### src/rtl/spec_pkg.sv
package spec_pkg;

  typedef enum logic [2:0] {
    ST_IDLE  = 3'd0,
    ST_CLEAR = 3'd1,
    ST_WAIT  = 3'd2,
    ST_RD    = 3'd3,
    ST_WR    = 3'd4,
    ST_ACK   = 3'd5,
    ST_ADV   = 3'd6
  } poll_st_e;

endpackage

### src/rtl/spec_chan_decode.sv
module spec_chan_decode #(
  parameter int NUM_CH = 32,
  parameter int CH_W   = 5
) (
  input  logic              en_i,
  input  logic [CH_W-1:0]   ch_i,
  output logic [NUM_CH-1:0] onehot_o
);

  for (genvar g = 0; g < NUM_CH; g++) begin : g_sw
    assign onehot_o[g] = en_i && (ch_i == CH_W'(g));
  end

endmodule

### src/rtl/spec_win_timer.sv
module spec_win_timer #(
  parameter int WAIT_CYC = 1000
) (
  input  logic clk,
  input  logic rst_n,
  input  logic run_i,
  output logic expire_o
);

  localparam int TW = $clog2(WAIT_CYC + 1);
  localparam logic [TW-1:0] LAST = TW'(WAIT_CYC - 1);

  logic [TW-1:0] cnt_q, cnt_d;
  logic          cnt_en;

  assign cnt_en   = run_i || (cnt_q != '0);
  assign expire_o = run_i && (cnt_q == LAST);

  always_comb begin
    cnt_d = cnt_q;
    if (!run_i)         cnt_d = '0;
    else if (!expire_o) cnt_d = cnt_q + TW'(1);
  end

  always_ff @(posedge clk or negedge rst_n) begin
    if (!rst_n)      cnt_q <= '0;
    else if (cnt_en) cnt_q <= cnt_d;
  end

endmodule

### src/rtl/spec_bin_update.sv
module spec_bin_update #(
  parameter int CH_W   = 5,
  parameter int CODE_W = 6,
  parameter int BIN_W  = 16
) (
  input  logic [CH_W-1:0]        ch_i,
  input  logic [CODE_W-1:0]      code_i,
  input  logic [BIN_W-1:0]       cur_i,
  output logic [CH_W+CODE_W-1:0] addr_o,
  output logic [BIN_W-1:0]       next_o
);

  localparam logic [BIN_W-1:0] FULL = {BIN_W{1'b1}};

  assign addr_o = {ch_i, code_i};

  always_comb begin
    if (cur_i == FULL) next_o = FULL;
    else               next_o = cur_i + BIN_W'(1);
  end

endmodule

### src/rtl/spec_clear_walker.sv
module spec_clear_walker #(
  parameter int ADDR_W = 11
) (
  input  logic              clk,
  input  logic              rst_n,
  input  logic              run_i,
  output logic [ADDR_W-1:0] addr_o,
  output logic              last_o
);

  logic [ADDR_W-1:0] addr_q, addr_d;

  assign addr_o = addr_q;
  assign last_o = run_i && (addr_q == {ADDR_W{1'b1}});

  always_comb begin
    addr_d = addr_q;
    if (!run_i)      addr_d = '0;
    else if (last_o) addr_d = '0;
    else             addr_d = addr_q + ADDR_W'(1);
  end

  always_ff @(posedge clk or negedge rst_n) begin
    if (!rst_n) addr_q <= '0;
    else        addr_q <= addr_d;
  end

endmodule

### src/rtl/spec_poll_ctrl.sv
module spec_poll_ctrl
  import spec_pkg::*;
#(
  parameter  int NUM_CH   = 32,
  parameter  int CODE_W   = 6,
  parameter  int BIN_W    = 16,
  parameter  int WAIT_CYC = 1000,
  localparam int CH_W     = (NUM_CH > 1) ? $clog2(NUM_CH) : 1,
  localparam int ADDR_W   = CH_W + CODE_W
) (
  input  logic              clk,
  input  logic              rst_n,
  input  logic              start_i,
  input  logic              stop_i,
  input  logic              clear_i,
  input  logic              ready_i,
  input  logic              adc_valid_i,
  input  logic [CODE_W-1:0] adc_code_i,
  output logic [CH_W-1:0]   ch_addr_o,
  output logic [NUM_CH-1:0] sw_en_o,
  output logic              ack_o,
  output logic              frame_done_o,
  output logic              clr_busy_o,
  output logic [ADDR_W-1:0] hist_addr_o,
  output logic              hist_rd_o,
  input  logic [BIN_W-1:0]  hist_rd_data_i,
  output logic              hist_wr_o,
  output logic [BIN_W-1:0]  hist_wr_data_o
);

  localparam logic [CH_W-1:0] LAST_CH = CH_W'(NUM_CH - 1);

  poll_st_e          st_q, st_d;
  logic [CH_W-1:0]   ch_q, ch_d;
  logic [CODE_W-1:0] code_q, code_d;
  logic              rdy_q, rdy_d;
  logic              stop_q, stop_d;

  logic              in_wait, in_visit, win_expire;
  logic              clr_run, clr_last;
  logic [ADDR_W-1:0] clr_addr, bin_addr;
  logic [BIN_W-1:0]  bin_next;
  logic              hit;

  assign in_wait  = (st_q == ST_WAIT);
  assign in_visit = (st_q == ST_WAIT) || (st_q == ST_RD) ||
                    (st_q == ST_WR)   || (st_q == ST_ACK);
  assign clr_run  = (st_q == ST_CLEAR);
  assign hit      = in_wait && (rdy_q || ready_i) && adc_valid_i;

  spec_chan_decode #(.NUM_CH(NUM_CH), .CH_W(CH_W)) i_decode (
    .en_i     (in_visit),
    .ch_i     (ch_q),
    .onehot_o (sw_en_o)
  );

  spec_win_timer #(.WAIT_CYC(WAIT_CYC)) i_timer (
    .clk      (clk),
    .rst_n    (rst_n),
    .run_i    (in_wait),
    .expire_o (win_expire)
  );

  spec_bin_update #(.CH_W(CH_W), .CODE_W(CODE_W), .BIN_W(BIN_W)) i_bin (
    .ch_i   (ch_q),
    .code_i (code_q),
    .cur_i  (hist_rd_data_i),
    .addr_o (bin_addr),
    .next_o (bin_next)
  );

  spec_clear_walker #(.ADDR_W(ADDR_W)) i_walk (
    .clk    (clk),
    .rst_n  (rst_n),
    .run_i  (clr_run),
    .addr_o (clr_addr),
    .last_o (clr_last)
  );

  // next-state logic
  always_comb begin
    st_d   = st_q;
    ch_d   = ch_q;
    code_d = code_q;
    rdy_d  = 1'b0;
    stop_d = stop_q;
    if (in_visit && stop_i) stop_d = 1'b1;
    unique case (st_q)
      ST_IDLE: begin
        stop_d = 1'b0;
        if (clear_i)              st_d = ST_CLEAR;
        else if (start_i && !stop_i) st_d = ST_WAIT;
      end
      ST_CLEAR: begin
        ch_d = '0;
        if (clr_last) st_d = ST_IDLE;
      end
      ST_WAIT: begin
        rdy_d = rdy_q || ready_i;
        if (hit) begin
          code_d = adc_code_i;
          st_d   = ST_RD;
        end else if (win_expire) begin
          st_d = ST_ACK;
        end
      end
      ST_RD:   st_d = ST_WR;
      ST_WR:   st_d = ST_ACK;
      ST_ACK:  st_d = ST_ADV;
      ST_ADV: begin
        ch_d = (ch_q == LAST_CH) ? '0 : ch_q + CH_W'(1);
        if (stop_q || stop_i) begin
          st_d   = ST_IDLE;
          stop_d = 1'b0;
        end else begin
          st_d = ST_WAIT;
        end
      end
      default: st_d = ST_IDLE;
    endcase
  end

  // state registers
  always_ff @(posedge clk or negedge rst_n) begin
    if (!rst_n) begin
      st_q   <= ST_IDLE;
      ch_q   <= '0;
      code_q <= '0;
      rdy_q  <= 1'b0;
      stop_q <= 1'b0;
    end else begin
      st_q   <= st_d;
      ch_q   <= ch_d;
      rdy_q  <= rdy_d;
      stop_q <= stop_d;
      if (hit) code_q <= code_d;
    end
  end

  // outputs
  assign ch_addr_o      = ch_q;
  assign ack_o          = (st_q == ST_ACK);
  assign frame_done_o   = (st_q == ST_ADV) && (ch_q == LAST_CH);
  assign clr_busy_o     = clr_run;
  assign hist_rd_o      = (st_q == ST_RD);
  assign hist_wr_o      = (st_q == ST_WR) || clr_run;
  assign hist_addr_o    = clr_run ? clr_addr : bin_addr;
  assign hist_wr_data_o = clr_run ? '0 : bin_next;

endmodule

### config.mk
export PLATFORM = sky130hd
export DESIGN_NAME = spec_poll_ctrl
export DESIGN_NICKNAME = d
export VERILOG_FILES = /design/src/rtl/spec_pkg.sv /design/src/rtl/spec_chan_decode.sv /design/src/rtl/spec_win_timer.sv /design/src/rtl/spec_bin_update.sv /design/src/rtl/spec_clear_walker.sv /design/src/rtl/spec_poll_ctrl.sv
export SDC_FILE = /design/constraint.sdc
export NUM_CORES = 1
export LEC_CHECK = 0
export BUFFER_PORTS_ARGS = -buffer_cell sky130_fd_sc_hd__buf_2
export CAP_MARGIN = 20
export CORE_ASPECT_RATIO = 0.7
export CORE_MARGIN = 2
export CORE_UTILIZATION = 54
export CTS_CLUSTER_DIAMETER = 60
export DETAILED_ROUTE_END_ITERATION = 12
export GPL_ROUTABILITY_DRIVEN = 0
export PLACE_DENSITY = 0.86
export SLEW_MARGIN = 20
export SYNTH_ARGS = -nofsm -noshare
export SYNTH_HDL_FRONTEND = slang
export SYNTH_SLANG_ARGS = --single-unit
### constraint.sdc
create_clock -name clk -period 4.1 [get_ports clk]
set_input_delay 0 -clock clk [delete_from_list [all_inputs] [get_ports clk]]
set_output_delay 0 -clock clk [all_outputs]
set_load 0.05 [all_outputs]
==> results of run 1 <==
final cells by class:
cell class | count | share of cell area (%)
clock buffer | 5 | 2.04
clock inverter | 2 | 1.04
sequential | 37 | 27.4
multi-input combinational | 278 | 48.9
tap | 69 | 2.56
inverter | 12 | 1.33
timing repair buffer | 105 | 16.7
cells by family (layout without fill, tap and decap cells):
kind of cell               after synthesis  after routing
adders and majority gates               10             10
buffers and inverters                   32            124
xor gates and xnor gates                24             24
and+or+nand+nor                        185            185
muxes                                   10             10
DFF                                     37             37
AOI/OAI and AO/OA                       49             49
state kept, by name, summed over array words and instances (netlist names):
| signal | cells |
|---|---|
| ch_addr_o | 5 |
| code_q | 6 |
| i_timer.cnt_q | 10 |
| i_walk.addr_o | 11 |
| rdy_q | 1 |
| st_q | 3 |
| stop_q | 1 |
final timing paths:
path / from / endpoint / cells after the start
max: st_q[2]$_DFFE_PN0P_ / hist_addr_o[10] / 6
min: stop_i / stop_q$_DFF_PN0_ / 3
max reg2reg: st_q[1]$_DFFE_PN0P_ / i_timer.cnt_q[3]$_DFFE_PN0P_ / 4
min reg2reg: rdy_q$_DFF_PN0_ / rdy_q$_DFF_PN0_ / 2
max in group asynchronous: rst_n / i_walk.addr_o[8]$_DFF_PN0_ / 2
min in group asynchronous: rst_n / i_timer.cnt_q[2]$_DFFE_PN0P_ / 2
routing by layer:
layer | track usage, % | share of wire, %
met1 | 35.1 | 46
met2 | 39.0 | 45
met3 | 4.33 | 7.6
met4 | 7.09 | 1.3
met5 | 0 | 0
power by group through the flow:
stage               sequential, µW  combinational [µW]  clock (µW)
floorplan                      486                1010           0
global route                   553                1270         327
detailed placement             544                1170           0
finish                         542                1190         300
CTS                            538                1180         306
global placement               536                1150           0
worst max-delay path, stage by stage (launching register included):
cell and delay, ps:
sky130_fd_sc_hd__dfrtp_1 490, sky130_fd_sc_hd__nand2b_1 280, sky130_fd_sc_hd__nand2b_1 440, sky130_fd_sc_hd__inv_1 740, sky130_fd_sc_hd__nand2_1 120, sky130_fd_sc_hd__o21ai_0 110
sky130_fd_sc_hd__buf_2 300
stage by stage:
step	instances	instance area, µm²	total power [µW]	setup WS (ps)
final	508	3380	2030	1330
after detailed placement	493	3190	1720	1700
after CTS	508	3380	2030	1360
after global routing	508	3380	2150	1030
after floorplan	347	2740	1490	1770
after global placement	493	3190	1690	1840
cells in the final DEF, fill, tap and decap left out, drive strengths merged, types with 6 or more instances in the layout:
| cell | instances |
|---|---|
| a21oi | 25 |
| and4 | 7 |
| buf | 97 |
| dfrtp | 37 |
| dlygate4sd3 | 8 |
| ha | 10 |
| inv | 12 |
| mux2 | 8 |
| nand2 | 51 |
| nand3 | 11 |
| nand4 | 11 |
| nor2 | 58 |
| nor3 | 16 |
| o21ai | 10 |
| or3 | 6 |
| xnor2 | 11 |
| xor2 | 13 |
==> flow_summary.json, run 1 <==
{
  "run_status": "complete, no violations",
  "layout_min_cycle_time_ps": 2770,
  "total_switching_power_uw": 1110,
  "drt_iter0_drcs": 177,
  "grt_pass1_wl_um": 11000,
  "core.rowCount": 21,
  "gr-usage-all-layers_pct": 24.8,
  "combPwrFrac_pct": 58.5,
  "antenna_found_initial": 0,
  "synth-compound-area-share_pct": 10.7,
  "critical_path.startpoint_type": "register",
  "yosys_warnings": 0,
  "synth_mux_area_share_pct": 4.29,
  "floorplan.core_area_um2": 4830,
  "setup_repair_after_global_routing_missed_its_margin": "no",
  "clock_latency_on_the_worst_skew_pair_ps": 290,
  "top_level_ports": 98,
  "detail_route.wirelength_um": 7060,
  "numClockSinks": 37,
  "synth_area_leader_cell": "sky130_fd_sc_hd__dfrtp_1",
  "grt_start_max_net_pins": 38,
  "effective_utilization_at_floorplan_pct": 56.8,
  "worst_setup_path_end_kind": "primary output",
  "crit_required_ps": 4100,
  "post_synth_most_frequent_cells": "57 x sky130_fd_sc_hd__nor2_1, 51 x sky130_fd_sc_hd__nand2_1, 37 x sky130_fd_sc_hd__dfrtp_1, 25 x sky130_fd_sc_hd__a21oi_1, 16 x sky130_fd_sc_hd__nor3_1",
  "buffers_inserted_during_post_cts_setup_optimization": 0,
  "detail-route-antenna-nets": 0,
  "detail_route.vias_per_cell": 5.52,
  "clk_root_buffer_cell": "sky130_fd_sc_hd__clkbuf_8",
  "synthesis.instances": 347,
  "dp_hpwl_um": 5240,
  "final_net_count": 478,
  "antenna_diode_count": 0,
  "critical_path_class": "reg2out",
  "cts_hold_repair.buffers": 8,
  "finish.utilization_pct": 69.9,
  "power.share.clock_pct": 14.8,
  "net_switching_share_of_the_total_power_pct": 55.0,
  "yosysMostFrequentCell": "sky130_fd_sc_hd__nor2_1",
  "cts.repair.resized": 0,
  "netlist-cell-type-count": 46,
  "final.setup.tns_ps": 0,
  "clock_tree_from_tritoncts": "yes",
  "final.fill_count": 416,
  "timing_hold_violations_final": 0,
  "crit_fanout": 30,
  "max-clock-path-buffers": 2,
  "routed_wire_length_per_instance_um": 13.9,
  "yosys.area.top_type_share_pct": 33.7,
  "die-area_um2": 5680,
  "syn_area_per_cell_um2": 7.91,
  "synth-edff-count": 0,
  "die_width_um": 89.2,
  "worstHoldPathType": "in2reg",
  "multiInputGateArea_um2": 1650,
  "synth_top_family_by_area": "simple AND/OR/NAND/NOR gates",
  "cellLeakagePower_uw": 0.00165,
  "total_via_count_in_the_routed_design": 2802,
  "die-height_um": 63.6,
  "synth_fa_ha_area_share_pct": 4.56,
  "maxSlewViolCount": 0,
  "power_density_nw_per_um2": 600,
  "tritoncts.num_buffers": 5,
  "synth-async-reset-ratio_pct": 100,
  "netlist_top_cells_area": "sky130_fd_sc_hd__dfrtp_1 34%, sky130_fd_sc_hd__nor2_1 7.8%, sky130_fd_sc_hd__nand2_1 7.0%, sky130_fd_sc_hd__a21oi_1 4.6%, sky130_fd_sc_hd__ha_1 4.6%",
  "detail_route.drc_violations": 0,
  "top_ff_cell_synth": "sky130_fd_sc_hd__dfrtp_1",
  "p_int_uw": 913,
  "drive_gt1_share_pct": 25.7,
  "clkSlewWorstSetupHoldPaths_ps": 70,
  "hold_slack_ps": 32.5,
  "min_period_over_period_pct": 67.6,
  "port_buffers": 97,
  "synth_area_um2": 2740,
  "synth-seq-cells": 37,
  "synth.net_count": 386,
  "overflow": 0,
  "max_slew_margin_pct": 45.1,
  "drv_cap": 0,
  "p_seq_share_pct": 26.7,
  "cts.htree.levels": 2,
  "synth-seq-area-share_pct": 33.7,
  "regArea_um2": 926,
  "skew_ps": 6.66,
  "xor_and_xnor_fraction_of_the_mapped_netlist_area_pct": 7.66,
  "worstMarginPinSlew_ps": 822,
  "synth_simple_gate_area_share_pct": 33.0,
  "drt_first_pass_iters": 4,
  "max_clock_freq_mhz": 361,
  "arrival_ps": 2770,
  "report.final.setup_viol": 0,
  "ir_drop_mv": 0.538,
  "ff2ff_setup_slack_ps": 2160,
  "area_delta_synth_final_pct": 23.1,
  "grt_pass1_vias": 2366
}
No activity file was read; power rests on OpenSTA's default activity.
==> inputs of run 2 (changes only) <==
--- a/config.mk
+++ b/config.mk
@@ -5,15 +5,16 @@
 export SDC_FILE = /design/constraint.sdc
 export NUM_CORES = 1
 export LEC_CHECK = 0
+export ABC_AREA = 1
 export BUFFER_PORTS_ARGS = -buffer_cell sky130_fd_sc_hd__buf_2
 export CAP_MARGIN = 20
 export CORE_ASPECT_RATIO = 0.7
 export CORE_MARGIN = 2
-export CORE_UTILIZATION = 54
+export CORE_UTILIZATION = 51
 export CTS_CLUSTER_DIAMETER = 60
 export DETAILED_ROUTE_END_ITERATION = 12
 export GPL_ROUTABILITY_DRIVEN = 0
-export PLACE_DENSITY = 0.86
+export PLACE_DENSITY = 0.81
 export SLEW_MARGIN = 20
 export SYNTH_ARGS = -nofsm -noshare
 export SYNTH_HDL_FRONTEND = slang
==> constraint.sdc (replaced) <==
create_clock -name clk -period 2.7 [get_ports clk]
set_input_delay 0 -clock clk [delete_from_list [all_inputs] [get_ports clk]]
set_output_delay 0 -clock clk [all_outputs]
set_load 0.05 [all_outputs]
==> run 2 against run 1 <==
Compared with the run above:
- register-to-register slack got worse by 1400 ps
- core utilization decreased by 6.6 points
- via count rose by 14%
- cell count increased by 24%
- clock-buffer cell count increased by 1
- critical endpoint is now sw_en_o[22]
==> flow_summary.json, run 2 <==
{
  "arrival_ps": 2290,
  "detail_route.vias_per_cell": 5.07,
  "cts.repair.resized": 0,
  "grt_start_max_net_pins": 38,
  "final.fill_count": 522,
  "critical_path_class": "reg2out",
  "gr-usage-all-layers_pct": 24.2,
  "syn_area_per_cell_um2": 6.40,
  "drt_iter0_drcs": 195,
  "buffers_inserted_during_post_cts_setup_optimization": 0,
  "synth-async-reset-ratio_pct": 100,
  "max-clock-path-buffers": 2,
  "yosysMostFrequentCell": "sky130_fd_sc_hd__nand2_1",
  "final_net_count": 594,
  "synth_area_um2": 2930,
  "clock_tree_from_tritoncts": "yes",
  "clk_root_buffer_cell": "sky130_fd_sc_hd__clkbuf_8",
  "synth.net_count": 497,
  "reg2reg_to": "st_q[0]$_DFFE_PN0P_",
  "path_cells": "inv_1 > nand3_4 > inv_2 > nor3_4 > inv_2 > nand2_2 > nor2_1 > buf_2",
  "worst_setup_path_end_kind": "primary output",
  "timing.reg2reg.worst_path_depth": 6,
  "total_via_count_in_the_routed_design": 3201,
  "port_buffers": 97,
  "dp_hpwl_um": 5890,
  "setup_repair_after_global_routing_missed_its_margin": "no",
  "netlist-cell-type-count": 29,
  "crit_required_ps": 2700,
  "max_slew_margin_pct": 44.8,
  "core.rowCount": 23,
  "maxSlewViolCount": 0,
  "drv_cap": 0,
  "run_status": "complete, no violations",
  "layout_min_cycle_time_ps": 2290,
  "layout.cells.most_common_list": "136 x sky130_fd_sc_hd__nand2_1, 97 x sky130_fd_sc_hd__buf_2, 71 x sky130_fd_sc_hd__nor2_1, 65 x sky130_fd_sc_hd__inv_1, 37 x sky130_fd_sc_hd__dfrtp_1",
  "report.final.setup_viol": 0,
  "critical_path.startpoint_type": "register",
  "numClockSinks": 37,
  "crit_fanout": 21,
  "detail-route-antenna-nets": 0,
  "tritoncts.num_buffers": 5,
  "floorplan.core_area_um2": 5640,
  "worstMarginPinSlew_ps": 828,
  "worstHoldPathType": "in2reg",
  "clkSlewWorstSetupHoldPaths_ps": 70,
  "drt_first_pass_iters": 5,
  "skew_ps": 7.64,
  "timing_hold_violations_final": 0,
  "critPathMaxStageDelay_ps": 590,
  "yosys_warnings": 0,
  "hp-start": "stop_i",
  "synth-seq-cells": 37,
  "grt_pass1_vias": 2712,
  "synth_area_leader_cell": "sky130_fd_sc_hd__dfrtp_1",
  "hold_path_end": "stop_q$_DFF_PN0_",
  "die_width_um": 94.6,
  "detail_route.drc_violations": 0,
  "cellLeakagePower_uw": 0.00199,
  "cts_hold_repair.buffers": 7,
  "timing.hold.worst_path_depth": 3,
  "final.setup.tns_ps": 0,
  "power_density_nw_per_um2": 781,
  "synthesis.instances": 458,
  "overflow": 0,
  "synth-seq-area-share_pct": 31.6,
  "effective_utilization_at_floorplan_pct": 52.0,
  "clock_latency_on_the_worst_skew_pair_ps": 280,
  "timing.critical_path.mode_cell": "sky130_fd_sc_hd__inv_2",
  "grt_pass1_wl_um": 12300,
  "ir_drop_mv": 0.603,
  "ff2ff_setup_slack_ps": 760,
  "top_ff_cell_synth": "sky130_fd_sc_hd__dfrtp_1",
  "cts.htree.levels": 2,
  "placed_cells": 616,
  "timing.critical_path.slowest_stage_cell": "sky130_fd_sc_hd__nor3_4",
  "die-area_um2": 6380,
  "top_level_ports": 98,
  "drive_gt1_share_pct": 21.9,
  "max_clock_freq_mhz": 437,
  "stdcell_count": 631,
  "netlist_top_cells_area": "sky130_fd_sc_hd__dfrtp_1 32%, sky130_fd_sc_hd__nand2_1 17%, sky130_fd_sc_hd__nor2_1 9.1%, sky130_fd_sc_hd__inv_1 8.3%, sky130_fd_sc_hd__nand3_1 4.8%",
  "area_delta_synth_final_pct": 21.7,
  "antenna_diode_count": 0,
  "max_ffs_per_register": 11,
  "min_period_over_period_pct": 84.8,
  "antenna_found_initial": 0,
  "die-height_um": 67.4,
  "post_synth_most_frequent_cells": "136 x sky130_fd_sc_hd__nand2_1, 71 x sky130_fd_sc_hd__nor2_1, 65 x sky130_fd_sc_hd__inv_1, 37 x sky130_fd_sc_hd__dfrtp_1, 28 x sky130_fd_sc_hd__nand3_1",
  "critical_path.reg2reg.startpoint": "st_q[1]$_DFFE_PN0P_",
  "detail_route.wirelength_um": 7740,
  "mostFrequentLayoutCell": "sky130_fd_sc_hd__nand2_1",
  "synth-edff-count": 0,
  "routed_wire_length_per_instance_um": 12.3,
  "yosys.area.top_type_share_pct": 31.6
}
[run 2: changes by cell type in the layout (fill, tap and decap cells not counted), moves of 7 or more]
cell / previous run / this run
sky130_fd_sc_hd__and4_1: 7 / 0
sky130_fd_sc_hd__inv_1: 12 / 65
sky130_fd_sc_hd__nand2_1: 51 / 136
sky130_fd_sc_hd__nor2_1: 57 / 71
sky130_fd_sc_hd__a21oi_1: 25 / 13
sky130_fd_sc_hd__o21ai_0: 8 / 17
sky130_fd_sc_hd__xnor2_1: 11 / 4
sky130_fd_sc_hd__nand3_1: 11 / 28
[run 2: through the flow]
stage	total power (µW)	setup slack, ps	hold slack, ps	util [%]	cell area [µm²]
floorplan	2050	277	-296	-	2930
global placement	2380	883	129	60.5	3410
detailed placement	2410	821	145	60.5	3410
CTS	2790	508	64.6	63.2	3570
global route	2960	303	82.6	63.2	3570
finish	2790	410	58.0	63.2	3570
[run 2: layout make-up]
type	instances	area, µm²	area share, %
Tap cell	75	93.8	2.63
Clock inverter	2	10.0	0.281
Clock buffer	6	72.6	2.03
Multi-Input combinational cell	336	1640	45.9
Sequential cell	37	926	26.0
Timing Repair Buffer	105	563	15.8
Inverter	70	263	7.37
[run 2: cells by family after synthesis]
kind of cell	share of synthesized area, %
AOI/OAI and AO/OA	6.79
DFF	31.6
adders and majority gates	4.27
xor gates and xnor gates	3.89
buffers and inverters	12.5
and+or+nand+nor	41.0
[run 2: critical path: cells and delay by family (launching register included)]
family	cells	cell delay, ps
buffers and inverters	4	520
flip-flops	1	400
AND/OR/NAND/NOR	4	1100
[run 2: worst max path at each step]
stage	start	slack, ps	cells past startpoint	endpoint
after global routing	st_q[0]$_DFFE_PN0P_	300	8	sw_en_o[22]
after CTS	st_q[2]$_DFFE_PN0P_	510	8	sw_en_o[24]
final	st_q[2]$_DFFE_PN0P_	410	8	sw_en_o[22]
after detailed placement	st_q[2]$_DFFE_PN0P_	820	7	sw_en_o[24]
after global placement	st_q[1]$_DFFE_PN0P_	880	6	st_q[0]$_DFFE_PN0P_
after floorplan	st_q[2]$_DFFE_PN0P_	280	6	sw_en_o[0]
[run 2: metal layers]
layer | share of wire (%) | up-vias | wire (µm) | global-route usage (%)
met4 | 0.48 | 0 | 37 | 4.53
met5 | 0 | - | 0 | 0
met3 | 6.3 | 8 | 490 | 4.35
met2 | 45 | 127 | 3490 | 38.7
li1 | - | 1618 | - | -
met1 | 48 | 1448 | 3710 | 35.0
[run 2: report_power, final]
part           total, µW  internal (µW)  switching [µW]
clock                370            179             191
sequential           754            657            96.6
combinational       1660            374            1290
total               2790           1210            1580
==> inputs of run 3 (changes only) <==
==> constraint.sdc (replaced) <==
create_clock -name clk -period 2.24 [get_ports clk]
set_input_delay 0 -clock clk [delete_from_list [all_inputs] [get_ports clk]]
set_output_delay 0 -clock clk [all_outputs]
set_load 0.05 [all_outputs]
==> run 3 against run 2 <==
Compared with the run above:
- highest routed layer unchanged
- non-clock buffer count up 1
- core utilization grew 0.64 points
- final area increased by 1.0%
- via count grew 1.9%
==> flow_summary.json, run 3 (synthesized netlist as in run 2, its figures left out) <==
{
  "overflow": 0,
  "hold_slack_ps": 55.6,
  "drt_first_pass_iters": 7,
  "clkSlewWorstSetupHoldPaths_ps": 70,
  "buffers_inserted_during_post_cts_setup_optimization": 0,
  "drv_cap": 0,
  "final.fill_count": 530,
  "die-area_um2": 6380,
  "tritoncts.num_buffers": 5,
  "timing.critical_path.slowest_stage_cell": "sky130_fd_sc_hd__nor3_2",
  "setup_repair_after_global_routing_missed_its_margin": "no",
  "clk_root_buffer_cell": "sky130_fd_sc_hd__clkbuf_8",
  "clock_tree_from_tritoncts": "yes",
  "layout.cell_area.non_filler_um2": 3600,
  "worstHoldPathType": "in2reg",
  "maxSlewViolCount": 0,
  "cellLeakagePower_uw": 0.00199,
  "core.rowCount": 23,
  "floorplan.core_area_um2": 5640,
  "critical_path_depth": 6,
  "total_switching_power_uw": 1950,
  "ff2ff_setup_slack_ps": 450,
  "port_buffers": 97,
  "ir_drop_mv": 0.595,
  "critical_path.reg2reg.startpoint": "st_q[0]$_DFFE_PN0P_",
  "cts.repair.resized": 0,
  "drt_iter0_drcs": 263,
  "crit_fanout": 10,
  "dp_hpwl_um": 5970,
  "max_clock_freq_mhz": 479,
  "power_density_nw_per_um2": 956,
  "run_status": "complete, no violations",
  "max_ffs_per_register": 11,
  "crit_required_ps": 2240,
  "worst-path-buf-inv": 3,
  "timing.hold.worst_path_depth": 3,
  "combPwrFrac_pct": 59.9,
  "worst_setup_path_end_kind": "primary output",
  "die-height_um": 67.4,
  "area_delta_synth_final_pct": 23.0,
  "p_int_uw": 1500,
  "drive_gt1_share_pct": 22.6,
  "min_period_over_period_pct": 93.2,
  "routed_wire_length_per_instance_um": 12.5,
  "crit_path_end": "sw_en_o[0]",
  "final_total_pwr_uw": 3450,
  "detail_route.wirelength_um": 7910,
  "total_via_count_in_the_routed_design": 3263,
  "detail_route.vias_per_cell": 5.16,
  "timing.critical_path.mode_cell": "sky130_fd_sc_hd__inv_2",
  "detail_route.drc_violations": 0,
  "max-clock-path-buffers": 2,
  "path_cells": "inv_2 > nand3_4 > inv_2 > nor3_2 > nor3_1 > buf_2",
  "cp_top_family": "simple AND/OR/NAND/NOR gates",
  "clock_latency_on_the_worst_skew_pair_ps": 290,
  "timing.reg2reg.worst_path_depth": 5,
  "grt_start_max_net_pins": 38,
  "critical_path.startpoint_type": "register",
  "finish.utilization_pct": 63.9,
  "numClockSinks": 37,
  "skew_ps": 2.31,
  "report.final.setup_viol": 0,
  "timing_hold_violations_final": 0,
  "cts.htree.levels": 2,
  "grt_pass1_vias": 2759,
  "top_level_ports": 98,
  "die_width_um": 94.6,
  "critical_path_class": "reg2out",
  "antenna_found_initial": 0,
  "gr-usage-all-layers_pct": 24.7,
  "max_slew_margin_pct": 44.7,
  "net_switching_share_of_the_total_power_pct": 56.6,
  "reg2reg_to": "stop_q$_DFF_PN0_",
  "worstSetupStartpoint": "st_q[0]$_DFFE_PN0P_",
  "layout_min_cycle_time_ps": 2090,
  "p_seq_share_pct": 26.4,
  "worstMarginPinSlew_ps": 830,
  "detail-route-antenna-nets": 0,
  "grt_pass1_wl_um": 12400,
  "postPlaceCellArea_um2": 3440,
  "critPathMaxStageDelay_ps": 660,
  "mostFrequentLayoutCell": "sky130_fd_sc_hd__nand2_1",
  "final.setup.tns_ps": 0,
  "final_net_count": 596,
  "power.share.clock_pct": 13.8,
  "arrival_ps": 2090,
  "antenna_diode_count": 0,
  "layout.cells.most_common_list": "136 x sky130_fd_sc_hd__nand2_1, 97 x sky130_fd_sc_hd__buf_2, 71 x sky130_fd_sc_hd__nor2_1, 65 x sky130_fd_sc_hd__inv_1, 37 x sky130_fd_sc_hd__dfrtp_1",
  "effective_utilization_at_floorplan_pct": 52.0
}
## run 3: cell types whose count changed in the layout (fill, tap and decap cells not counted)
| cell | change |
|---|---|
| sky130_fd_sc_hd__nor3_2 | +4 |
| sky130_fd_sc_hd__nor3_1 | -3 |
| sky130_fd_sc_hd__clkinv_2 | -2 |
| sky130_fd_sc_hd__buf_4 | +1 |
| sky130_fd_sc_hd__clkbuf_8 | +1 |
## run 3: worst register-to-register path, cell delays in order, from the launching register on
cell,delay [ps]
sky130_fd_sc_hd__dfrtp_1,450
sky130_fd_sc_hd__inv_2,100
sky130_fd_sc_hd__nand3_4,130
sky130_fd_sc_hd__inv_2,100
sky130_fd_sc_hd__nor3_2,660
sky130_fd_sc_hd__o21ai_0,190
## run 3: per-layer routing
layer	GRT usage [%]	vias to the layer above	share of wire, %
li1	-	1616	-
met1	35.0	1525	47
met2	39.4	109	46
met3	4.80	13	5.6
met4	5.98	0	1.2
met5	0	-	0
## run 3: worst min path at each step
stage | start | to | slack [ps]
4_1_cts | stop_i | stop_q$_DFF_PN0_ | 50
5_1_grt | stop_i | stop_q$_DFF_PN0_ | 130
3_5_place_dp | rst_n | stop_q$_DFF_PN0_ | 140
2_1_floorplan | rst_n | ch_addr_o[0]$_DFFE_PN0P_ | -300
3_3_place_gp | rst_n | stop_q$_DFF_PN0_ | 140
6_report | stop_i | stop_q$_DFF_PN0_ | 60
## run 3: timing repair
action                                  in CTS  in global routing
endpoints found under the hold margin       43                  0
endpoints found under the setup margin       0                 13
hold buffers                                 7                  0
## run 3: area by class of cell
class	count	area (µm²)	share of cell area (%)
Clock buffer	7	86.3	2.40
Inverter	70	263	7.29
Multi-Input combinational cell	337	1660	46.2
Sequential cell	37	926	25.7
Tap cell	75	93.8	2.60
Timing Repair Buffer	106	571	15.8
## run 3: power groups by stage
stage | clock network, µW | logic [µW] | registers [µW]
4_1_cts | 483 | 2030 | 905
3_5_place_dp | 0 | 2000 | 915
3_3_place_gp | 0 | 1970 | 907
2_1_floorplan | 0 | 1590 | 886
6_report | 475 | 2060 | 908
5_1_grt | 521 | 2220 | 920
## run 3: per-stage QoR
stage,cells,setup WS [ps]
floorplan,458,-183
global placement,617,411
detailed placement,617,335
CTS,631,11.5
global route,632,12.1
finish,632,152
